===== src/rtl/hsf_pkg.sv =====
package hsf_pkg;
  // Pointer step with wrap at the buffer depth.
  function automatic int unsigned wrap_inc(input int unsigned p, input int unsigned depth);
    return (p == depth - 1) ? 0 : p + 1;
  endfunction

  // Occupancy after one cycle of writes and reads.
  function automatic int unsigned occ_next(input int unsigned occ, input logic wr, input logic rd);
    return occ + (wr ? 1 : 0) - (rd ? 1 : 0);
  endfunction
endpackage


===== src/rtl/hsf_edge.sv =====
module hsf_edge (
  input  logic clk,
  input  logic rst,
  input  logic level,
  output logic rise,
  output logic fall
);
  logic level_q;

  always_ff @(posedge clk) begin
    if (rst) level_q <= 1'b0;
    else     level_q <= level;
  end

  assign rise = level & ~level_q;
  assign fall = ~level & level_q;
endmodule


===== src/rtl/hsf_store.sv =====
module hsf_store #(
  parameter int WIDTH = 5,
  parameter int DEPTH = 64,
  localparam int AW = (DEPTH > 1) ? $clog2(DEPTH) : 1
) (
  input  logic             clk,
  input  logic             we,
  input  logic [AW-1:0]    waddr,
  input  logic [WIDTH-1:0] wdata,
  input  logic [AW-1:0]    raddr,
  output logic [WIDTH-1:0] rdata
);
  logic [WIDTH-1:0] cells [DEPTH];

  always_ff @(posedge clk) begin
    if (we) cells[waddr] <= wdata;
  end

  assign rdata = cells[raddr];
endmodule


===== src/rtl/hsf_rdctl.sv =====
module hsf_rdctl #(
  parameter int WIDTH = 5
) (
  input  logic             clk,
  input  logic             rst,
  input  logic             so_rise,
  input  logic             so_fall,
  input  logic             occupied,
  input  logic [WIDTH-1:0] head_word,
  output logic             rd_fire,
  output logic             rd_busy,
  output logic             out_ready,
  output logic [WIDTH-1:0] out_data
);
  assign rd_fire = so_rise & out_ready;

  always_ff @(posedge clk) begin
    if (rst) begin
      rd_busy   <= 1'b0;
      out_ready <= 1'b0;
      out_data  <= '0;
    end else if (rd_fire) begin
      rd_busy   <= 1'b1;
      out_ready <= 1'b0;
    end else if (rd_busy) begin
      if (so_fall) rd_busy <= 1'b0;
    end else if (occupied) begin
      out_data  <= head_word;
      out_ready <= 1'b1;
    end else begin
      out_ready <= 1'b0;
    end
  end
endmodule


===== src/rtl/hs_fifo.sv =====
module hs_fifo #(
  parameter int WIDTH = 5,
  parameter int DEPTH = 64
) (
  input  logic             clk,
  input  logic             rst,
  input  logic             shift_in,
  input  logic [WIDTH-1:0] in_data,
  output logic             in_ready,
  input  logic             shift_out,
  output logic             out_ready,
  output logic [WIDTH-1:0] out_data
);
  import hsf_pkg::*;

  localparam int AW = (DEPTH > 1) ? $clog2(DEPTH) : 1;
  localparam int CW = $clog2(DEPTH + 1);

  logic [AW-1:0]    wr_ptr, rd_ptr;
  logic [CW-1:0]    count;
  logic             si_used;
  logic             wr_fire, rd_fire, rd_busy;
  logic             so_rise, so_fall;
  logic [WIDTH-1:0] head_word;

  hsf_edge u_so_edge (
    .clk(clk), .rst(rst), .level(shift_out), .rise(so_rise), .fall(so_fall)
  );

  hsf_store #(.WIDTH(WIDTH), .DEPTH(DEPTH)) u_store (
    .clk(clk), .we(wr_fire), .waddr(wr_ptr), .wdata(in_data),
    .raddr(rd_ptr), .rdata(head_word)
  );

  hsf_rdctl #(.WIDTH(WIDTH)) u_rdctl (
    .clk(clk), .rst(rst), .so_rise(so_rise), .so_fall(so_fall),
    .occupied(count != '0), .head_word(head_word), .rd_fire(rd_fire),
    .rd_busy(rd_busy), .out_ready(out_ready), .out_data(out_data)
  );

  assign in_ready = (count != CW'(DEPTH));
  // One word per strobe pulse; a full buffer admits it only alongside a read.
  assign wr_fire  = shift_in & ~si_used & (in_ready | rd_fire);

  always_ff @(posedge clk) begin
    if (rst) begin
      wr_ptr  <= '0;
      rd_ptr  <= '0;
      count   <= '0;
      si_used <= 1'b0;
    end else begin
      if (wr_fire)        si_used <= 1'b1;
      else if (!shift_in) si_used <= 1'b0;
      if (wr_fire) wr_ptr <= AW'(wrap_inc(32'(wr_ptr), DEPTH));
      if (rd_fire) rd_ptr <= AW'(wrap_inc(32'(rd_ptr), DEPTH));
      count <= CW'(occ_next(32'(count), wr_fire, rd_fire));
    end
  end
endmodule


===== config.mk =====
export PLATFORM = sky130hd
export DESIGN_NAME = hs_fifo
export DESIGN_NICKNAME = d
export VERILOG_FILES = /design/src/rtl/hsf_pkg.sv /design/src/rtl/hsf_edge.sv /design/src/rtl/hsf_store.sv /design/src/rtl/hsf_rdctl.sv /design/src/rtl/hs_fifo.sv
export SDC_FILE = /design/constraint.sdc
export NUM_CORES = 1
export LEC_CHECK = 0
export BUFFER_PORTS_ARGS = -buffer_cell sky130_fd_sc_hd__buf_4
export CORE_MARGIN = 3
export CORE_UTILIZATION = 50
export CTS_BUF_LIST = sky130_fd_sc_hd__clkbuf_4
export CTS_CLUSTER_SIZE = 28
export DETAILED_ROUTE_END_ITERATION = 10
export GPL_ROUTABILITY_DRIVEN = 0
export PLACE_DENSITY_LB_ADDON = 0.25
export SETUP_SLACK_MARGIN = 0.1
export SLEW_MARGIN = 30
export SYNTH_ARGS = -nofsm -noshare
export SYNTH_HDL_FRONTEND = slang
export SYNTH_SLANG_ARGS = --single-unit

===== constraint.sdc =====
create_clock -name clk -period 7.8 [get_ports clk]
set_input_delay 1.56 -clock clk [delete_from_list [all_inputs] [get_ports clk]]
set_output_delay 1.56 -clock clk [all_outputs]
set_load 0.01 [all_outputs]

Word-level counts from Yosys, hierarchy flattened
Memory sizes are Yosys's and may differ from the RTL's. A register that Yosys moved wholly into a read port is not among the register bits. Index checks and enable logic that the tools add are counted.

Bits in registers: 23. Output and inout bits: 7. Bits of input ports: 9. Memory bits (writable): 320. Memories kept: 1. Logic and storage cells: 42.

Memories: u_store.cells (depth 64, width 5, rd ports 1, clocked after Yosys merged registers in 1, write ports 1, RTL line hsf_store.sv:13) `logic [WIDTH-1:0] cells [DEPTH];`.

Bitwise logic cells: 11. Reductions and logical operators: 3. Add/subtract/negate cells: 4. Multiplexer cells: 12. Equality and inequality tests: 4.

Operators with widths (count): 6-bit by 1-bit adder with 6-bit output, second input constant (2); 6-bit == test, second input constant (2); 6-bit 2-to-1 mux (2); 1-bit 2-to-1 mux (10); 7-bit by 1-bit adder with 7-bit output (1); 7-bit != test, second input constant (1); 7-bit nonzero test (1); 7-bit by 1-bit subtractor with 7-bit output (1); 1-bit bitwise AND (5); 1-bit NOT (5); 3-bit AND reduction (1); 2-bit by 1-bit != test with 1-bit output, second input constant (1); 2-bit OR reduction (1); 1-bit OR (1).

Longest topological paths before layout
Gate-level depths: netlist of run 1.

Depth after elaboration: 8. Gate-level depth with buffers: 14. Mapped depth without buffers: 14.

Hierarchy
A second synthesis of run 1 with hierarchy kept.

Cells, all modules: 769. Area, all modules: 14172.3 sq um.

Modules (own cells, without submodules): hsf_store (sequential area each 9609.2 sq um, cells an instance 605, area an instance 12668.4 sq um, instances 1); hs_fifo (sequential area each 400.4 sq um, cells an instance 128, area an instance 1159.9 sq um, instances 1); hsf_rdctl (sequential area each 140.1 sq um, cells an instance 32, area an instance 305.3 sq um, instances 1); hsf_edge (sequential area each 20.0 sq um, cells an instance 4, area an instance 38.8 sq um, instances 1).

Worst setup path after synthesis of run 1
Ideal clock, no wire load.

Path type: input to register. Start point: in shift_out. End point: reg count[6]. Stages: 13. Setup time: 71 ps. Path buffers: 1. Arrival: 3622 ps. Path slack: 4107 ps. Data required time: 7729 ps. Path through: and3_1 > clkbuf_1 > nor2_1 > nand2_1 > nand2_1 > ha_1 > fa_1 > a21oi_1 > o21bai_1 > a21oi_1 > nor2_1 > or3_1 > a21oi_1.

Longest elaborated chain between the ends: 7. Elaborated cells on any way between the ends: 8. Classes of those cells: add/sub (2); mux (2); bitwise (4).

RTL lines: start, declared (RTL line hs_fifo.sv:10) `input logic shift_out,`; 1-bit bitwise AND * (RTL line hsf_edge.sv:15) `assign rise = level & ~level_q;`; 1-bit bitwise AND * (RTL line hsf_rdctl.sv:15) `assign rd_fire = so_rise & out_ready;`; 1-bit OR (RTL line hs_fifo.sv:43) `assign wr_fire = shift_in & ~si_used & (in_ready | rd_fire);`; 1-bit bitwise AND (RTL line hs_fifo.sv:43); 1-bit 2-to-1 mux (RTL line hsf_pkg.sv:9) `return occ + (wr ? 1 : 0) - (rd ? 1 : 0);`; 7-bit by 1-bit adder with 7-bit output (RTL line hsf_pkg.sv:9); 7-bit by 1-bit subtractor with 7-bit output * (RTL line hsf_pkg.sv:9); end signal, assigned (RTL line hs_fifo.sv:56) `count <= CW'(occ_next(32'(count), wr_fire, rd_fire));`; end, declared (RTL line hs_fifo.sv:20) `logic [CW-1:0] count;`.

Mark *: on every way between the ends. The rest lies on a longest branch, timed or not. A chain may end at the register's enable or synchronous reset.

Worst setup path in the final report of run 1
Start point: reg count[4]. End point: out in_ready.

Longest elaborated chain between the ends: 1.

RTL lines: 7-bit != test (RTL line hs_fifo.sv:41) `assign in_ready = (count != CW'(DEPTH));`; end, declared (RTL line hs_fifo.sv:9) `output logic in_ready,`.

Every way passes these cells.

==> results of run 1 <==
[synth_stat cells, types with 6 or more instances]
master and number:
a22oi_1 18, dfxtp_1 28, buf_4 13, o21ai_0 6, nand2_1 37, mux2i_1 40, nand3_1 20, edfxtp_1 320
nor2_1 96, mux4_2 66, a21oi_1 20, clkbuf_1 14, nor2b_1 14, ha_1 10, xor2_1 7, inv_1 8
[registers in the layout, summed over array words and instances (netlist names)]
name,cells
u_rdctl.out_data,5
u_rdctl.rd_busy,1
count,7
u_store.cells,320
wr_ptr,6
si_used,1
rd_ptr,6
u_so_edge.level_q,1
u_rdctl.out_ready,1
[layer usage]
metal | wire (µm) | part of all wire, % | up-vias
met2 | 14600 | 47 | 396
met4 | 894 | 2.9 | 0
met1 | 12640 | 41 | 3883
met5 | 0 | 0 | -
met3 | 2721 | 8.8 | 69
li1 | - | - | 3314
[power by group through the flow]
| stage | sequential (mW) | clock [mW] | combinational [mW] |
|---|---|---|---|
| 2_1_floorplan | 2.14 | 0 | 0.360 |
| 3_3_place_gp | 2.16 | 0 | 0.472 |
| 3_5_place_dp | 2.16 | 0 | 0.486 |
| 4_1_cts | 2.12 | 1.53 | 0.490 |
| 5_1_grt | 2.13 | 1.62 | 0.534 |
| 6_report | 2.12 | 1.49 | 0.488 |
[worst min-delay path: cells and delay by family (launching register included)]
kind | cells | cell delay [ns]
flip-flops | 1 | 0.32
AND/OR/NAND/NOR | 2 | 0.15
[worst paths after layout]
| check | startpoint | endpoint | slack (ns) | cells after the start |
|---|---|---|---|---|
| worst min-delay path | u_rdctl.out_data[3] | u_rdctl.out_data[3] | 0.51 | 2 |
| worst max-delay path | count[4] | in_ready | 4.41 | 5 |
| worst min register to register | u_rdctl.out_data[3] | u_rdctl.out_data[3] | 0.51 | 2 |
| worst max register to register | rd_ptr[1] | u_rdctl.out_data[3] | 4.65 | 6 |
[cells in the final DEF, fill, tap and decap left out, types with 3 or more instances in the layout]
cell type  Yosys  final
xnor2_1        5      5
or3_1          4      4
nand4_1        3      3
bufinv_16      0      3
clkinv_2       0      4
ha_1          10     10
nand3_1       20     20
xor2_1         7      7
and3_1         3      3
a22oi_1       18     18
nor2_1        96     96
clkinv_1       0     17
a31oi_1        3      3
mux4_2        66     66
o21ai_0        6      6
nor2b_1       14     14
nand2_1       37     37
and2_1         3      3
mux2i_1       40     40
o21bai_1       3      3
dfxtp_1       28     25
buf_4         13     17
clkbuf_4       1    119
nand3b_1       4      4
inv_1          8      8
edfxtp_1     320    320
a311oi_1       5      5
nor3_1         5      5
a21oi_1       20     20
o211ai_1       4      4
a211oi_1       5      5
[logic make-up after synthesis]
kind of cell,Yosys count,synth area share [%]
xor gates and xnor gates,12,0.7496
AOI/OAI and AO/OA,72,3.579
and+or+nand+nor,196,6.309
muxes,108,13.62
buffers and inverters,51,2.177
adders and majority gates,11,1.035
DFF,348,72.53
[final cells by class]
type	count	area, µm²	area share (%)
Antenna cell	1	2.502	0.01620
Clock buffer	119	893.4	5.783
Clock inverter	27	193.9	1.255
Inverter	8	30.03	0.1944
Multi-Input combinational cell	399	3546	22.95
Sequential cell	348	10180	65.89
Tap cell	372	465.4	3.013
Timing Repair Buffer	18	138.9	0.8990
==> flow_metrics.tcl, run 1 <==
set metrics [dict create \
    die_h_um 173.5 \
    grt_pass1_wl_mm 47.17 \
    cap_violations 0 \
    ys_types 50 \
    nNetsFinal 880 \
    layout_min_cycle_time_ns 3.393 \
    io-pin-count 16 \
    gr-usage-met2_pct 31.75 \
    port_buffers 15 \
    layout_worst_path_cycle_share_pct 43.50 \
    synth_ff_type "edfxtp_1" \
    cts_tree "built" \
    crit_type "register to output pin" \
    ys_warn_count 0 \
    final_cells 1292 \
    worstPathMaxFanout 3 \
    ys_seq_elements 348 \
    fin_util_pct 56.69 \
    p_leak_nw 4.800 \
    cts_root_buf "clkbuf_4" \
    gr-usage-all-layers_pct 20.68 \
    hp-class "register to register" \
    rsz0062_at_grt "false" \
    pwr-share-comb_pct 11.9 \
    clkPwrFrac_pct 36.4 \
    hold_viol 0 \
    via_count 7662 \
    antenna_left 0 \
    cellPowerDensity_nw_per_um2 265.7 \
    switchingPower_mw 1.008 \
    crit_path_cell_trace "inv_1 -> ha_1 -> and4bb_1 -> nand2_1 -> buf_4" \
    yosysSeqAreaShare_pct 72.53 \
    grtUsageMet1_pct 28.94 \
    grt_pass1_vias 7864 \
    cts_hold_buf 0 \
    slowest_delay_ns 0.31 \
    avgSynthCellArea_um2 17.57 \
    cts_buffer_depth 3 \
    p_seq_share_pct 51.7 \
    synthesis.nets 818 \
    dp_slack_ns 3.854 \
    synth_top_area_share_pct 68.53 \
    vdd_ir_drop_max_mv 0.1062 \
    core_area_um2 27250 \
    cp-end-kind "output pin" \
    dpl_cell_area_um2 14360 \
    use_met3_pct 4.884 \
    synth_cells 798 \
    tightest_slew_ns 0.8904 \
    skew_ns 0.02407 \
    drive_gt1_share_pct 24.16 \
    grt_start_max_net_pins 65 \
    overflow 0 \
    drc 0 \
    syn_area_um2 14020 \
    clock_latency_ns 0.69 \
    worst_ep_arrival_time_ns 1.83 \
    dp_cells 1145 \
    worst-path-buf-inv 2 \
    max_freq_ghz 0.2947 \
    std_cell_rows 60 \
    antenna_found_initial 1 \
    busiest_layer "met2" \
    area_growth_pct 10.18 \
    vias_per_cell 5.930 \
    finalSetupViolCount 0 \
    synth-async-reset-ratio_pct 0 \
    nFillCells 2067 \
    post_cts_buffers 0 \
    initial_core_util_pct 51.45 \
    p_total_mw 4.105 \
    intPower_mw 3.097 \
    cp_slowest_cell "dfxtp_1" \
    synth_area_leaders "edfxtp_1 (69%), mux4_2 (11%), dfxtp_1 (4.0%)" \
    routedWlPerCell_um 23.88 \
    status "complete, no violations" \
    finalInstanceArea_um2 15450 \
    layout_setup_ws_ns 4.407 \
    cts_resized 0 \
    die_w_um 173.5 \
    first_pass_iters 5 \
    dp_hpwl_mm 18.47 \
    setup-tns-final_ns 0 \
    crit_family "simple AND/OR/NAND/NOR gates" \
    die_area_um2 30090 \
    synth_edf_count 320 \
    clk_pin_slew_ns 0.06 \
    drtIter0Drc 942 \
    finalMaxSlewViolations 0 \
    switching_share_pct 24.55 \
    routed_wl_mm 30.85 \
    clock_sinks 348 \
    yosys.area.top_type "edfxtp_1" \
    cts_buffers 85 \
    startpoint_type "register" \
    h-tree-depth 3 \
    worstPathRequired_ns 6.24 \
    holdWs_ns 0.5128 \
    relSlewSlack_pct 40.51 \
]
Note: power is estimated with default switching activity, not from simulation.
==> run 2, diff against run 1 <==
==> constraint.sdc (replaced) <==
create_clock -name clk -period 3.37 [get_ports clk]
set_input_delay 0.674 -clock clk [delete_from_list [all_inputs] [get_ports clk]]
set_output_delay 0.674 -clock clk [all_outputs]
set_load 0.01 [all_outputs]
==> flow_metrics.tcl, run 2 (same netlist as run 1, synthesis figures left out) <==
set metrics [dict create \
    status "complete, no violations" \
    antenna_left 0 \
    cts_resized 0 \
    grt_pass1_wl_mm 47.27 \
    initial_core_util_pct 51.45 \
    cellPowerDensity_nw_per_um2 616.6 \
    nFillCells 2065 \
    grt_pass1_vias 7984 \
    p_leak_nw 4.909 \
    cts_root_buf "clkbuf_4" \
    post_cts_buffers 0 \
    clock_latency_ns 0.69 \
    hold_viol 0 \
    area_growth_pct 11.57 \
    reg2reg_slack_ns 0.53 \
    worstPathMaxFanout 8 \
    die_h_um 173.5 \
    layout_commonest_cell "edfxtp_1" \
    dp_hpwl_mm 18.90 \
    nNetsFinal 899 \
    largest_reg_flops 320 \
    layout_worst_path_cycle_share_pct 84.22 \
    via_count 7759 \
    cp-end-kind "register" \
    max_freq_ghz 0.3523 \
    worst_ep_arrival_time_ns 3.16 \
    vias_per_cell 5.905 \
    cts_buffers 87 \
    crit_type "register to register" \
    die_w_um 173.5 \
    port_buffers 15 \
    setup-tns-final_ns 0 \
    drc 0 \
    grt_start_max_net_pins 65 \
    final_cells 1314 \
    antenna_found_initial 1 \
    dpl_cell_area_um2 14510 \
    die_area_um2 30090 \
    std_cell_rows 60 \
    first_pass_iters 5 \
    drive_gt1_share_pct 25.40 \
    p_total_mw 9.645 \
    finalMaxSlewViolations 0 \
    skew_ns 0.03831 \
    layout_min_cycle_time_ns 2.838 \
    overflow 0 \
    routedWlPerCell_um 23.34 \
    clock_sinks 348 \
    drtIter0Drc 784 \
    vdd_ir_drop_max_mv 0.2335 \
    hp-class "input pin to register" \
    io-pin-count 16 \
    finalInstanceArea_um2 15640 \
    cap_violations 0 \
    routed_wl_mm 30.67 \
    worstPathRequired_ns 3.69 \
    top_regs "u_store.cells: 320 flops, count: 7 flops" \
    regMostFlops "u_store.cells" \
    clk_pin_slew_ns 0.07 \
    regArea_um2 10180 \
    cts_tree "built" \
    tightest_slew_ns 0.8629 \
    finalSetupViolCount 0 \
    startpoint_type "register" \
    cts_hold_buf 0 \
    dp_cells 1162 \
    rsz0062_at_grt "false" \
    core_area_um2 27250 \
    h-tree-depth 3 \
    multiInputGateArea_um2 3546 \
    cts_buffer_depth 3 \
    relSlewSlack_pct 42.47 \
    gr-usage-all-layers_pct 20.57 \
    layout_common_cells "edfxtp_1 (320), clkbuf_4 (118), nor2_1 (96), mux4_2 (66), mux2i_1 (40)" \
]
==> run 2: where the power goes <==
| part | switching, mW | internal (mW) |
|---|---|---|
| sequential | 0.139 | 4.81 |
| clock | 1.64 | 1.94 |
| combinational | 0.595 | 0.532 |
==> run 2: layout make-up <==
class	instances	share of cell area, %
sequential	348	65.06
multi-input combinational	399	22.67
clock buffer	118	5.663
tap	372	2.975
timing repair buffer	35	1.840
clock inverter	33	1.584
inverter	8	0.1920
antenna	1	0.01600
==> run 2: per-stage QoR <==
| stage | setup slack, ns | util (%) | hold slack, ns |
|---|---|---|---|
| after global routing | 0.3366 | 57.41 | 0.2281 |
| after detailed placement | 0.4052 | 53.24 | 0.5346 |
| final | 0.5317 | 57.41 | 0.2459 |
| after CTS | 0.5173 | 57.40 | 0.1971 |
| after floorplan | 0.5632 | - | 0.4913 |
| after global placement | 0.5355 | 53.24 | 0.5157 |
==> run 2: routing by layer <==
layer  vias up  track usage (%)  share of wire (%)
met4         0            8.378                2.6
li1       3369                -                  -
met1      3941            28.86                 42
met5         -                0                  0
met3        54            4.774                8.4
met2       395            31.50                 47
==> run 2: worst paths after layout <==
| path | to | start | depth (start not counted) |
|---|---|---|---|
| hold / removal | u_so_edge.level_q | shift_out | 2 |
| setup / recovery | u_store.cells[12][4] | count[5] | 7 |
| hold reg to reg | u_rdctl.out_data[0] | u_rdctl.out_data[0] | 2 |
| setup reg to reg | u_store.cells[12][4] | count[5] | 7 |
==> run 2: worst max-delay path, cell delays in order, from the launching register on <==
cell      delay, ns
dfxtp_1        0.36
inv_1          0.07
ha_1           0.18
and4bb_1       0.24
a31oi_4        0.27
and2_1         0.33
nand2_1        0.48
nor2_1         0.54
==> run 3, diff against run 2 <==
==> constraint.sdc (replaced) <==
create_clock -name clk -period 2.9 [get_ports clk]
set_input_delay 0.58 -clock clk [delete_from_list [all_inputs] [get_ports clk]]
set_output_delay 0.58 -clock clk [all_outputs]
set_load 0.01 [all_outputs]
==> flow_metrics.tcl, run 3 (same netlist as run 1, synthesis figures left out) <==
set metrics [dict create \
    status "complete, no violations" \
    routed_wl_mm 30.71 \
    layout_commonest_cell "edfxtp_1" \
    rsz0062_at_grt "true" \
    drive_gt1_share_pct 31.69 \
    clock_latency_ns 0.68 \
    area_growth_pct 15.25 \
    grt_pass1_wl_mm 47.98 \
    slowest_delay_ns 0.44 \
    worstPathRequired_ns 3.30 \
    cap_violations 0 \
    cts_root_buf "clkbuf_4" \
    layout_worst_path_cycle_share_pct 96.53 \
    antenna_left 0 \
    core_area_um2 27250 \
    relSlewSlack_pct 36.48 \
    antenna_found_initial 1 \
    min_from "shift_out" \
    skew_ns 0.02632 \
    drc 0 \
    initial_core_util_pct 51.45 \
    io-pin-count 16 \
    std_cell_rows 60 \
    cts_buffers 85 \
    overflow 0 \
    nNetsFinal 972 \
    cts_buffer_depth 3 \
    top_regs "u_store.cells: 320 flops, count: 7 flops" \
    grt_start_max_net_pins 65 \
    startpoint_type "register" \
    dp_slack_ns -0.02102 \
    max_freq_ghz 0.3572 \
    crit_family "simple AND/OR/NAND/NOR gates" \
    die_area_um2 30090 \
    layout_common_cells "edfxtp_1 (320), clkbuf_4 (118), buf_4 (107), nor2_1 (92), mux4_2 (66)" \
    routedWlPerCell_um 22.16 \
    cellPowerDensity_nw_per_um2 679.3 \
    die_w_um 173.5 \
    gr-usage-all-layers_pct 20.71 \
    path_depth 9 \
    layout_min_cycle_time_ns 2.799 \
    clock_sinks 348 \
    clk_pin_slew_ns 0.07 \
    h-tree-depth 3 \
    cp-end-kind "register" \
    endpoint "u_store.cells[48][4]" \
    drtIter0Drc 821 \
    cts_tree "built" \
    hold_viol 0 \
    rr_endpoint "u_store.cells[48][4]" \
    startpoint "count[2]" \
    worst-path-buf-inv 3 \
    port_buffers 15 \
    worst_ep_arrival_time_ns 3.20 \
    crit_path_cell_trace "inv_1 -> ha_1 -> and4bb_2 -> buf_4 -> a31oi_4 -> nor2b_1 -> nand2_1 -> nor2_1 -> buf_4" \
    vias_per_cell 5.730 \
    finalSetupViolCount 0 \
    first_pass_iters 6 \
    finalMaxSlewViolations 0 \
    worstPathMaxFanout 8 \
    via_count 7942 \
    hp-class "input pin to register" \
    p_total_mw 10.98 \
    cp_slowest_cell "nand2_1" \
    dp_hpwl_mm 19.25 \
    tightest_slew_ns 0.9509 \
    die_h_um 173.5 \
    cpMostUsedCell "buf_4" \
    rr_worst_depth 9 \
    crit_type "register to register" \
    p_leak_nw 5.255 \
    regMostFlops "u_store.cells" \
    reg2reg_from "count[2]" \
    largest_reg_flops 320 \
    vdd_ir_drop_max_mv 0.2746 \
    grt_pass1_vias 8469 \
    layout_setup_ws_ns 0.1007 \
    reg2reg_slack_ns 0.10 \
]
[run 3: repair_timing]
| item | CTS | global route |
|---|---|---|
| setup buffers | 0 | 1 |
| resized for setup | 3 | 9 |
| hold buffers | 0 | 0 |
| endpoints found under the setup margin | 21 | 26 |
| pin swaps | 2 | 1 |
[run 3: where the power goes]
group | internal [mW] | switching, mW
Clock | 1.97 | 1.85
Combinational | 0.677 | 0.762
Sequential | 5.58 | 0.128
Total | 8.23 | 2.74
[run 3: stage by stage]
step | util (%) | cell area [µm²] | setup TNS [ns] | std cells | hold slack [ns]
after global placement | 55.32 | 15080 | 0 | 1236 | 0.5091
final | 59.30 | 16160 | 0 | 1386 | 0.1529
after global routing | 59.30 | 16160 | 0 | 1386 | 0.1116
after floorplan | - | 14020 | 0 | 798 | 0.4913
after detailed placement | 55.32 | 15080 | -0.1553 | 1236 | 0.5086
after CTS | 59.15 | 16120 | 0 | 1384 | 0.1164
[run 3: layout make-up]
cell class | count | area, µm²
clock inverter | 30 | 151.4
sequential | 348 | 10180
timing repair buffer | 110 | 863.3
fill | 2018 | 11090
antenna | 1 | 2.502
inverter | 8 | 30.03
multi-input combinational | 399 | 3582
clock buffer | 118 | 885.9
tap | 372 | 465.4
[run 3: metal layers]
metal,share of wire (%),track usage (%)
met1,42,28.32
met2,49,32.95
met4,2.1,7.432
met5,0,0
met3,6.6,4.840
[run 3: worst min-delay path by stage]
| stage | depth (start not counted) | end | slack (ns) |
|---|---|---|---|
| 3_3_place_gp | 2 | u_rdctl.out_data[3] | 0.51 |
| 6_report | 2 | u_so_edge.level_q | 0.15 |
| 4_1_cts | 2 | u_so_edge.level_q | 0.12 |
| 5_1_grt | 2 | u_so_edge.level_q | 0.11 |
| 3_5_place_dp | 2 | u_rdctl.out_data[3] | 0.51 |
| 2_1_floorplan | 2 | u_rdctl.rd_busy | 0.49 |
